==> src/rtl/rxfc_pkg.sv <==
// Shared constants and types for the receive trigger / flow-control block.
package rxfc_pkg;
    typedef enum logic {MODE_STD = 1'b0, MODE_DEEP = 1'b1} fifo_mode_e;
endpackage

==> src/rtl/rxfc_trig_decode.sv <==
// Receive trigger decode: selects a threshold from the mode and the select
// field, and compares the fill level against it.
// Assumes rx_level never exceeds the deep FIFO depth.
module rxfc_trig_decode
    import rxfc_pkg::*;
#(
    parameter int LVL_W   = 7,
    parameter int STD_T0  = 1,
    parameter int STD_T1  = 4,
    parameter int STD_T2  = 8,
    parameter int STD_T3  = 14,
    parameter int DEEP_T0 = 1,
    parameter int DEEP_T1 = 16,
    parameter int DEEP_T2 = 32,
    parameter int DEEP_T3 = 56
) (
    input  logic             clk,
    input  logic             rst_n,
    input  fifo_mode_e       mode,
    input  logic [1:0]       trig_sel,
    input  logic [LVL_W-1:0] level,
    output logic             irq
);
    logic [LVL_W-1:0] thr;

    // Threshold lookup per mode and select value.
    always_comb begin
        unique case ({mode == MODE_DEEP, trig_sel})
            3'b000:  thr = LVL_W'(STD_T0);
            3'b001:  thr = LVL_W'(STD_T1);
            3'b010:  thr = LVL_W'(STD_T2);
            3'b011:  thr = LVL_W'(STD_T3);
            3'b100:  thr = LVL_W'(DEEP_T0);
            3'b101:  thr = LVL_W'(DEEP_T1);
            3'b110:  thr = LVL_W'(DEEP_T2);
            default: thr = LVL_W'(DEEP_T3);
        endcase
    end

    // Interrupt is a pure level comparison.
    assign irq = (level >= thr);

    p_deep_top_r1: assert property (@(posedge clk) disable iff (!rst_n)
        (mode == MODE_DEEP && trig_sel == 2'b11 && level == LVL_W'(DEEP_T3 - 1)) |-> !irq);
    p_std_top_r2: assert property (@(posedge clk) disable iff (!rst_n)
        (mode == MODE_STD && trig_sel == 2'b11 && level == LVL_W'(STD_T3)) |-> irq);
    p_empty_quiet_r3: assert property (@(posedge clk) disable iff (!rst_n)
        (level == '0) |-> !irq);
endmodule

==> src/rtl/rxfc_rts_ctrl.sv <==
// Modem-control RTS bit with automatic clear on high receive occupancy.
// Assumes host writes are single-cycle strobes; the block never sets the bit.
module rxfc_rts_ctrl
    import rxfc_pkg::*;
#(
    parameter int LVL_W    = 7,
    parameter int STD_LIM  = 14,
    parameter int DEEP_LIM = 56
) (
    input  logic             clk,
    input  logic             rst_n,
    input  fifo_mode_e       mode,
    input  logic             auto_en,
    input  logic [LVL_W-1:0] level,
    input  logic             host_wr,
    input  logic             host_data,
    output logic             rts_q
);
    logic [LVL_W-1:0] lim;
    logic             auto_clr;

    // Clear limit follows the active FIFO depth.
    assign lim      = (mode == MODE_DEEP) ? LVL_W'(DEEP_LIM) : LVL_W'(STD_LIM);
    assign auto_clr = auto_en && (level >= lim);

    // RTS register: automatic clear outranks a host write.
    always_ff @(posedge clk) begin
        if (!rst_n)        rts_q <= 1'b0;
        else if (auto_clr) rts_q <= 1'b0;
        else if (host_wr)  rts_q <= host_data;
    end

    p_auto_clear_r5: assert property (@(posedge clk) disable iff (!rst_n)
        (auto_en && level >= lim) |=> !rts_q);
    p_no_self_set_r6: assert property (@(posedge clk) disable iff (!rst_n)
        (!rts_q && !(host_wr && host_data)) |=> !rts_q);
    p_off_ignores_level_r4: assert property (@(posedge clk) disable iff (!rst_n)
        (!auto_en && !host_wr) |=> $stable(rts_q));
endmodule

==> src/rtl/rxfc_cts_gate.sv <==
// Auto-CTS gate: synchronizes CTS, holds the subsystem-owned enable, and
// halts the transmitter at a character boundary while CTS is inactive.
// Assumes cts_n is asynchronous to clk.
module rxfc_cts_gate #(
    parameter int SYNC_STAGES = 2
) (
    input  logic clk,
    input  logic rst_n,
    input  logic cts_n,
    input  logic sub_wr,
    input  logic sub_data,
    input  logic char_done,
    output logic acts_en,
    output logic halt
);
    logic [SYNC_STAGES-1:0] sync_q;
    logic                   cts_off;

    // Synchronizer chain, reset to the inactive level.
    generate
        for (genvar i = 0; i < SYNC_STAGES; i++) begin : g_sync
            always_ff @(posedge clk) begin
                if (!rst_n) sync_q[i] <= 1'b1;
                else        sync_q[i] <= (i == 0) ? cts_n : sync_q[(i == 0) ? 0 : i-1];
            end
        end
    endgenerate
    assign cts_off = sync_q[SYNC_STAGES-1];

    // Subsystem-owned enable register.
    always_ff @(posedge clk) begin
        if (!rst_n)      acts_en <= 1'b0;
        else if (sub_wr) acts_en <= sub_data;
    end

    // Halt starts at a boundary, ends when CTS returns or the mode is off.
    always_ff @(posedge clk) begin
        if (!rst_n)                       halt <= 1'b0;
        else if (!acts_en || !cts_off)    halt <= 1'b0;
        else if (char_done)               halt <= 1'b1;
    end

    p_halt_at_boundary_r8: assert property (@(posedge clk) disable iff (!rst_n)
        $rose(halt) |-> ($past(char_done) && $past(acts_en)));
    p_halt_release_r9: assert property (@(posedge clk) disable iff (!rst_n)
        (halt && (!cts_off || !acts_en)) |=> !halt);
    p_halt_needs_en_r9: assert property (@(posedge clk) disable iff (!rst_n)
        !acts_en |=> !halt);
endmodule

==> src/rtl/rx_trig_flowctl.sv <==
// Top: receive trigger interrupt plus automatic RTS/CTS flow control.
// Assumes rx_level is the FIFO occupancy maintained elsewhere.
module rx_trig_flowctl
    import rxfc_pkg::*;
#(
    parameter int DEEP_DEPTH  = 64,
    parameter int SYNC_STAGES = 2,
    parameter int LVL_W       = $clog2(DEEP_DEPTH + 1)
) (
    input  logic             clk,
    input  logic             rst_n,
    input  logic [LVL_W-1:0] rx_level,
    input  logic [1:0]       fcr_trig_sel,
    input  logic             fcr_deep_en,
    input  logic             fcr_auto_rts,
    input  logic             extend_n,
    input  logic             host_mcr_wr,
    input  logic             host_rts_wdata,
    input  logic             sub_acts_wr,
    input  logic             sub_acts_wdata,
    input  logic             cts_n,
    input  logic             tx_char_done,
    output logic             rx_avail_irq,
    output logic             rts_bit,
    output logic             rts_n,
    output logic             auto_cts_en,
    output logic             tx_halt,
    output logic             deep_mode
);
    localparam int DEEP_LIM = DEEP_DEPTH - DEEP_DEPTH / 8;

    fifo_mode_e mode;
    logic       auto_rts_on;

    // Mode and auto-RTS qualification from the strap and control fields.
    assign mode        = (!extend_n && fcr_deep_en) ? MODE_DEEP : MODE_STD;
    assign deep_mode   = (mode == MODE_DEEP);
    assign auto_rts_on = fcr_auto_rts && !extend_n;
    assign rts_n       = ~rts_bit;

    rxfc_trig_decode #(.LVL_W(LVL_W), .DEEP_T3(DEEP_LIM)) u_trig (
        .clk(clk), .rst_n(rst_n), .mode(mode), .trig_sel(fcr_trig_sel),
        .level(rx_level), .irq(rx_avail_irq));

    rxfc_rts_ctrl #(.LVL_W(LVL_W), .DEEP_LIM(DEEP_LIM)) u_rts (
        .clk(clk), .rst_n(rst_n), .mode(mode), .auto_en(auto_rts_on),
        .level(rx_level), .host_wr(host_mcr_wr), .host_data(host_rts_wdata),
        .rts_q(rts_bit));

    rxfc_cts_gate #(.SYNC_STAGES(SYNC_STAGES)) u_cts (
        .clk(clk), .rst_n(rst_n), .cts_n(cts_n), .sub_wr(sub_acts_wr),
        .sub_data(sub_acts_wdata), .char_done(tx_char_done),
        .acts_en(auto_cts_en), .halt(tx_halt));

    p_reset_state_r10: assert property (@(posedge clk)
        !rst_n |=> (!rts_bit && rts_n && !auto_cts_en && !tx_halt));
    p_acts_owner_r7: assert property (@(posedge clk) disable iff (!rst_n)
        !sub_acts_wr |=> $stable(auto_cts_en));
endmodule

==> config.mk <==
export PLATFORM = sky130hd
export DESIGN_NAME = rx_trig_flowctl
export DESIGN_NICKNAME = d
export VERILOG_FILES = /design/src/rtl/rxfc_pkg.sv /design/src/rtl/rxfc_trig_decode.sv /design/src/rtl/rxfc_rts_ctrl.sv /design/src/rtl/rxfc_cts_gate.sv /design/src/rtl/rx_trig_flowctl.sv
export SDC_FILE = /design/constraint.sdc
export NUM_CORES = 1
export LEC_CHECK = 0
export BUFFER_PORTS_ARGS = -buffer_cell sky130_fd_sc_hd__buf_2
export CAP_MARGIN = 20
export CORE_AREA = 2 2 39 41
export DETAILED_ROUTE_END_ITERATION = 10
export DIE_AREA = 0 0 41 43
export PLACE_DENSITY = 0.6
export SLEW_MARGIN = 20
export SYNTH_ARGS = -nofsm -noshare
export SYNTH_HDL_FRONTEND = slang
export SYNTH_HIERARCHICAL = 1
export SYNTH_SLANG_ARGS = --single-unit
==> constraint.sdc <==
create_clock -name clk -period 2.1 [get_ports clk]
set_input_delay 0.42 -clock clk [delete_from_list [all_inputs] [get_ports clk]]
set_output_delay 0.42 -clock clk [all_outputs]
set_load 0.02 [all_outputs]
==> results.md <==
Status:
- The run finished with clean final reports.

Die:
- The I/O pin total is 26.
- The die covers 1763 um2.
- The initial utilization of the core area, before any placement, comes to a little under a third.
- In this run the standard cell core region covers 1384 um2.
- Measured along the x axis, the die boundary spans between 40 and 50 um.
- The die outline height is 43 um.
- The number of cell rows is 14.

STA:
- The number of endpoints with negative hold slack in the final report is 0.
- The post-layout worst setup margin is 96.44 ps.
- On the final layout, the worst hold slack is 363.0 ps.
- Setup total negative slack on the finished layout was measured at 0 ps.
- For this run, the top clock speed supported by timing is 499.1 MHz.
- The actual slew at the worst max-slew pin is 185.3 ps.
- Setup repair after global routing left no endpoint under its margin.
- Clock skew on the completed layout was measured at roughly 1.7 ps.
- The post-route minimum period is 2004 ps.
- The worst pin sits at a relative slew slack of 87.59%.
- The final setup violation count is 0.
- The number of max-slew violations in the final report is 0.
- The share of the clock period used by the worst path after layout is 95.41%.

Synth:
- The number of instances in the synthesized netlist is 49.
- The sequential-to-total area share from yosys stat is 22.86%.
- Yosys attributes the largest share of cell area to sky130_fd_sc_hd__ha_1 29%, sky130_fd_sc_hd__dfxtp_1 23%, sky130_fd_sc_hd__a211oi_2 5.7%.
- The commonest cells after synthesis are 10 x sky130_fd_sc_hd__ha_1, 6 x sky130_fd_sc_hd__inv_1, 5 x sky130_fd_sc_hd__dfxtp_1.
- Counting flops with a built-in enable in the synthesized netlist gives 0.
- Among all cell types in the netlist, the one instantiated most often is sky130_fd_sc_hd__ha_1.
- The net count after synthesis is 79.
- The synthesis warning total is 6.
- The synthesized design devotes to its leading area cell type 28.57% of total area.
- Synthesis inferred 5 register bits.
- The top flip-flop cell by instance count after synthesis is sky130_fd_sc_hd__dfxtp_1.
- After synthesis, the netlist uses 19 different library cells.
- After synthesis, the mean cell area works out to 8.937 um2.
- The area of the mapped netlist is around 440 um2.
- The async set or reset register ratio after synthesis is 0%.
- sky130_fd_sc_hd__ha_1 takes more of the synthesized area than any other cell.

Global routing:
- The wire length of the first global-routing pass is 1497 um.
- The initial antenna violation count is 0.
- The global-route congestion overflow total is 0.
- The via count of the first global-routing pass came to about 370.
- Global routing consumed, over all layers together, approximately 13% of the routing resources.
- Entering global routing, the biggest net connects 6 pins.

Route:
- The number of nets with antenna violations after detailed routing is 0.
- For this run, the detailed router's first-pass iteration total came to 2.
- The number of violations reported at the end of detailed-routing iteration 0 is 2.
- The routed wire length per instance is 9.677 um.
- The total wire length after detailed routing is 929 um.
- Dividing the detail-routed via count by the number of cells gives 4.708.
- The post-route DRC violation count is 0.
- Summing over every cut layer, the via total after detailed routing is 452.

Power and ir drop:
- IR analysis of the VDD net gives a maximum drop of ~0.00024 V.
- The power per unit of standard cell area is 461.2 nW/um2.
- The standby leakage power is 0.3367 nW.

Cells and area:
- The number of antenna diodes in the final layout is 0.
- The area of all sequential standard cells is 100.1 um2.
- The signed area change from the synthesized netlist to the final layout is 52.29%.
- Summing all multi-input logic gate instances after layout gives 355.3 um2.
- After filler insertion, the fill cell instance count of the layout stands at 147.
- The net total in the final layout is approximately 110.
- Cells with a size suffix above 1 make up 50.00% of the layout.
- The post-route core utilization is about half.
- The cell area after layout is 666.9 um2.

Placement:
- The detailed placement HPWL is ~850 um.
- The count of buffers inserted at the top-level ports is 25.
- The placement-stage cell area is around 600 um2.
- Before CTS, the worst setup slack after placement is approximately 8 ps.
- The final weighted congestion in routability-driven placement is 0.7929.

Setup path:
- The endpoint identified for the worst register-to-register timing path is u_rts/rts_q.
- The worst setup path is of the input port to primary output kind.
- The worst register-to-register path begins at u_rts/rts_q.
- Data on the critical path is required at its endpoint by 1680 ps.
- STA puts the critical path data arrival time at approximately 1600 ps.
- Along the worst path, the maximum fanout reaches 4.
- The critical path startpoint category is an input port.
- For the worst flop-to-flop path, the logic depth is 3.
- The register-to-register setup slack is 1300 ps.
- The worst setup path is captured at a primary output.

Clocking:
- The H-tree depth is 1.
- The clock insertion delay at the later pin of the skew report is 240 ps.
- The clock tree root driver cell is sky130_fd_sc_hd__clkbuf_4.
- Counting the buffers created by CTS gives 3.
- The sink count of the clock tree is 5.
- The maximum root-to-sink buffer count is 2.
- After clock tree synthesis, the clock-pin slew on the worst setup and hold paths is about 40 ps.
- The number of hold-repair buffers added at the cts stage is 0.
- The clock tree from TritonCTS is yes.

Worst hold path:
- The hold path startpoint is cts_n.
- The number of cells on the worst hold path is 2.
- The path class of the lowest-slack min-delay path is input port to flip-flop.
- The terminating pin of the worst hold path is u_cts/sync_q[0].

Job:
- The number of maximum-capacitance constraint violations is 0.
[cell usage in the layout (no fill, tap or decap), types with 2 or more instances in the layout]
cell                       Yosys  layout
sky130_fd_sc_hd__ha_1         10       7
sky130_fd_sc_hd__a21o_1        2       2
sky130_fd_sc_hd__a31oi_1       2       2
sky130_fd_sc_hd__nand2_1       4       2
sky130_fd_sc_hd__buf_4         0       3
sky130_fd_sc_hd__ha_4          0       2
sky130_fd_sc_hd__inv_1         6       5
sky130_fd_sc_hd__buf_2         0      24
sky130_fd_sc_hd__nand2_2       0       2
sky130_fd_sc_hd__nand3_1       2       2
sky130_fd_sc_hd__nand2b_1      4       4
sky130_fd_sc_hd__dfxtp_1       5       5
sky130_fd_sc_hd__nor2b_1       3       2
sky130_fd_sc_hd__clkbuf_4      0       3
sky130_fd_sc_hd__a211oi_2      2       2
[area by class of cell]
class / instances / share of cell area (%)
clock buffers: 4 / 3.940
multi-input cells: 38 / 53.28
repair buffers: 27 / 21.39
flip-flops and latches: 5 / 15.01
inverters: 6 / 3.377
well taps: 16 / 3.002
[state kept, by name, indices dropped and copies added, names as in the netlist]
register       flops
u_cts/acts_en      1
u_rts/rts_q        1
u_cts/cts_off      1
u_cts/sync_q       1
u_cts/halt         1
[critical path: stages]
cell and delay, ps:
sky130_fd_sc_hd__buf_2 120, sky130_fd_sc_hd__nor2b_4 150, sky130_fd_sc_hd__inv_2 60, sky130_fd_sc_hd__nand2_2 80
sky130_fd_sc_hd__ha_4 190, sky130_fd_sc_hd__a21o_1 160, sky130_fd_sc_hd__a31oi_1 150, sky130_fd_sc_hd__o21ai_1 90
sky130_fd_sc_hd__buf_4 160
[through the flow]
stage	cells	power, mW
finish	96	0.3076
global route	96	0.3409
CTS	95	0.3082
detailed placement	91	0.1956
global placement	91	0.1916
floorplan	49	0.1557
[worst max-delay path by stage]
stage / slack, ps / endpoint / from
after global placement: 40 / rx_avail_irq / extend_n
after floorplan: 110 / rx_avail_irq / fcr_deep_en
final: 100 / rx_avail_irq / extend_n
after global routing: 5 / rx_avail_irq / extend_n
after detailed placement: 8 / rx_avail_irq / extend_n
after CTS: 10 / rx_avail_irq / extend_n
[power breakdown]
part	total [mW]	switching, mW	internal, mW
registers	0.102	0.00192	0.0999
logic	0.0990	0.0483	0.0506
clock network	0.107	0.0353	0.0716
total	0.308	0.0855	0.222
[layer usage]
layer  global-route usage, %  share of wire, %
met3                   6.283               5.5
met5                       0                 0
met1                   14.84                43
met2                   19.06                51
met4                   4.000                 0
[logic make-up after synthesis]
kind of cell,share of synthesized area (%)
multiplexers,4.857
AO/OA/AOI/OAI,18.85
buffers and inverters,5.142
adder cells (fa/ha/maj),28.57
AND/OR/NAND/NOR,19.71
flip-flops,22.86
[repair_timing]
item | 4_1_cts | 5_1_grt
gates resized for setup | 0 | 7
endpoints found under the setup margin | 0 | 1
setup buffers | 0 | 1
Power figures use the tool's default switching activity.
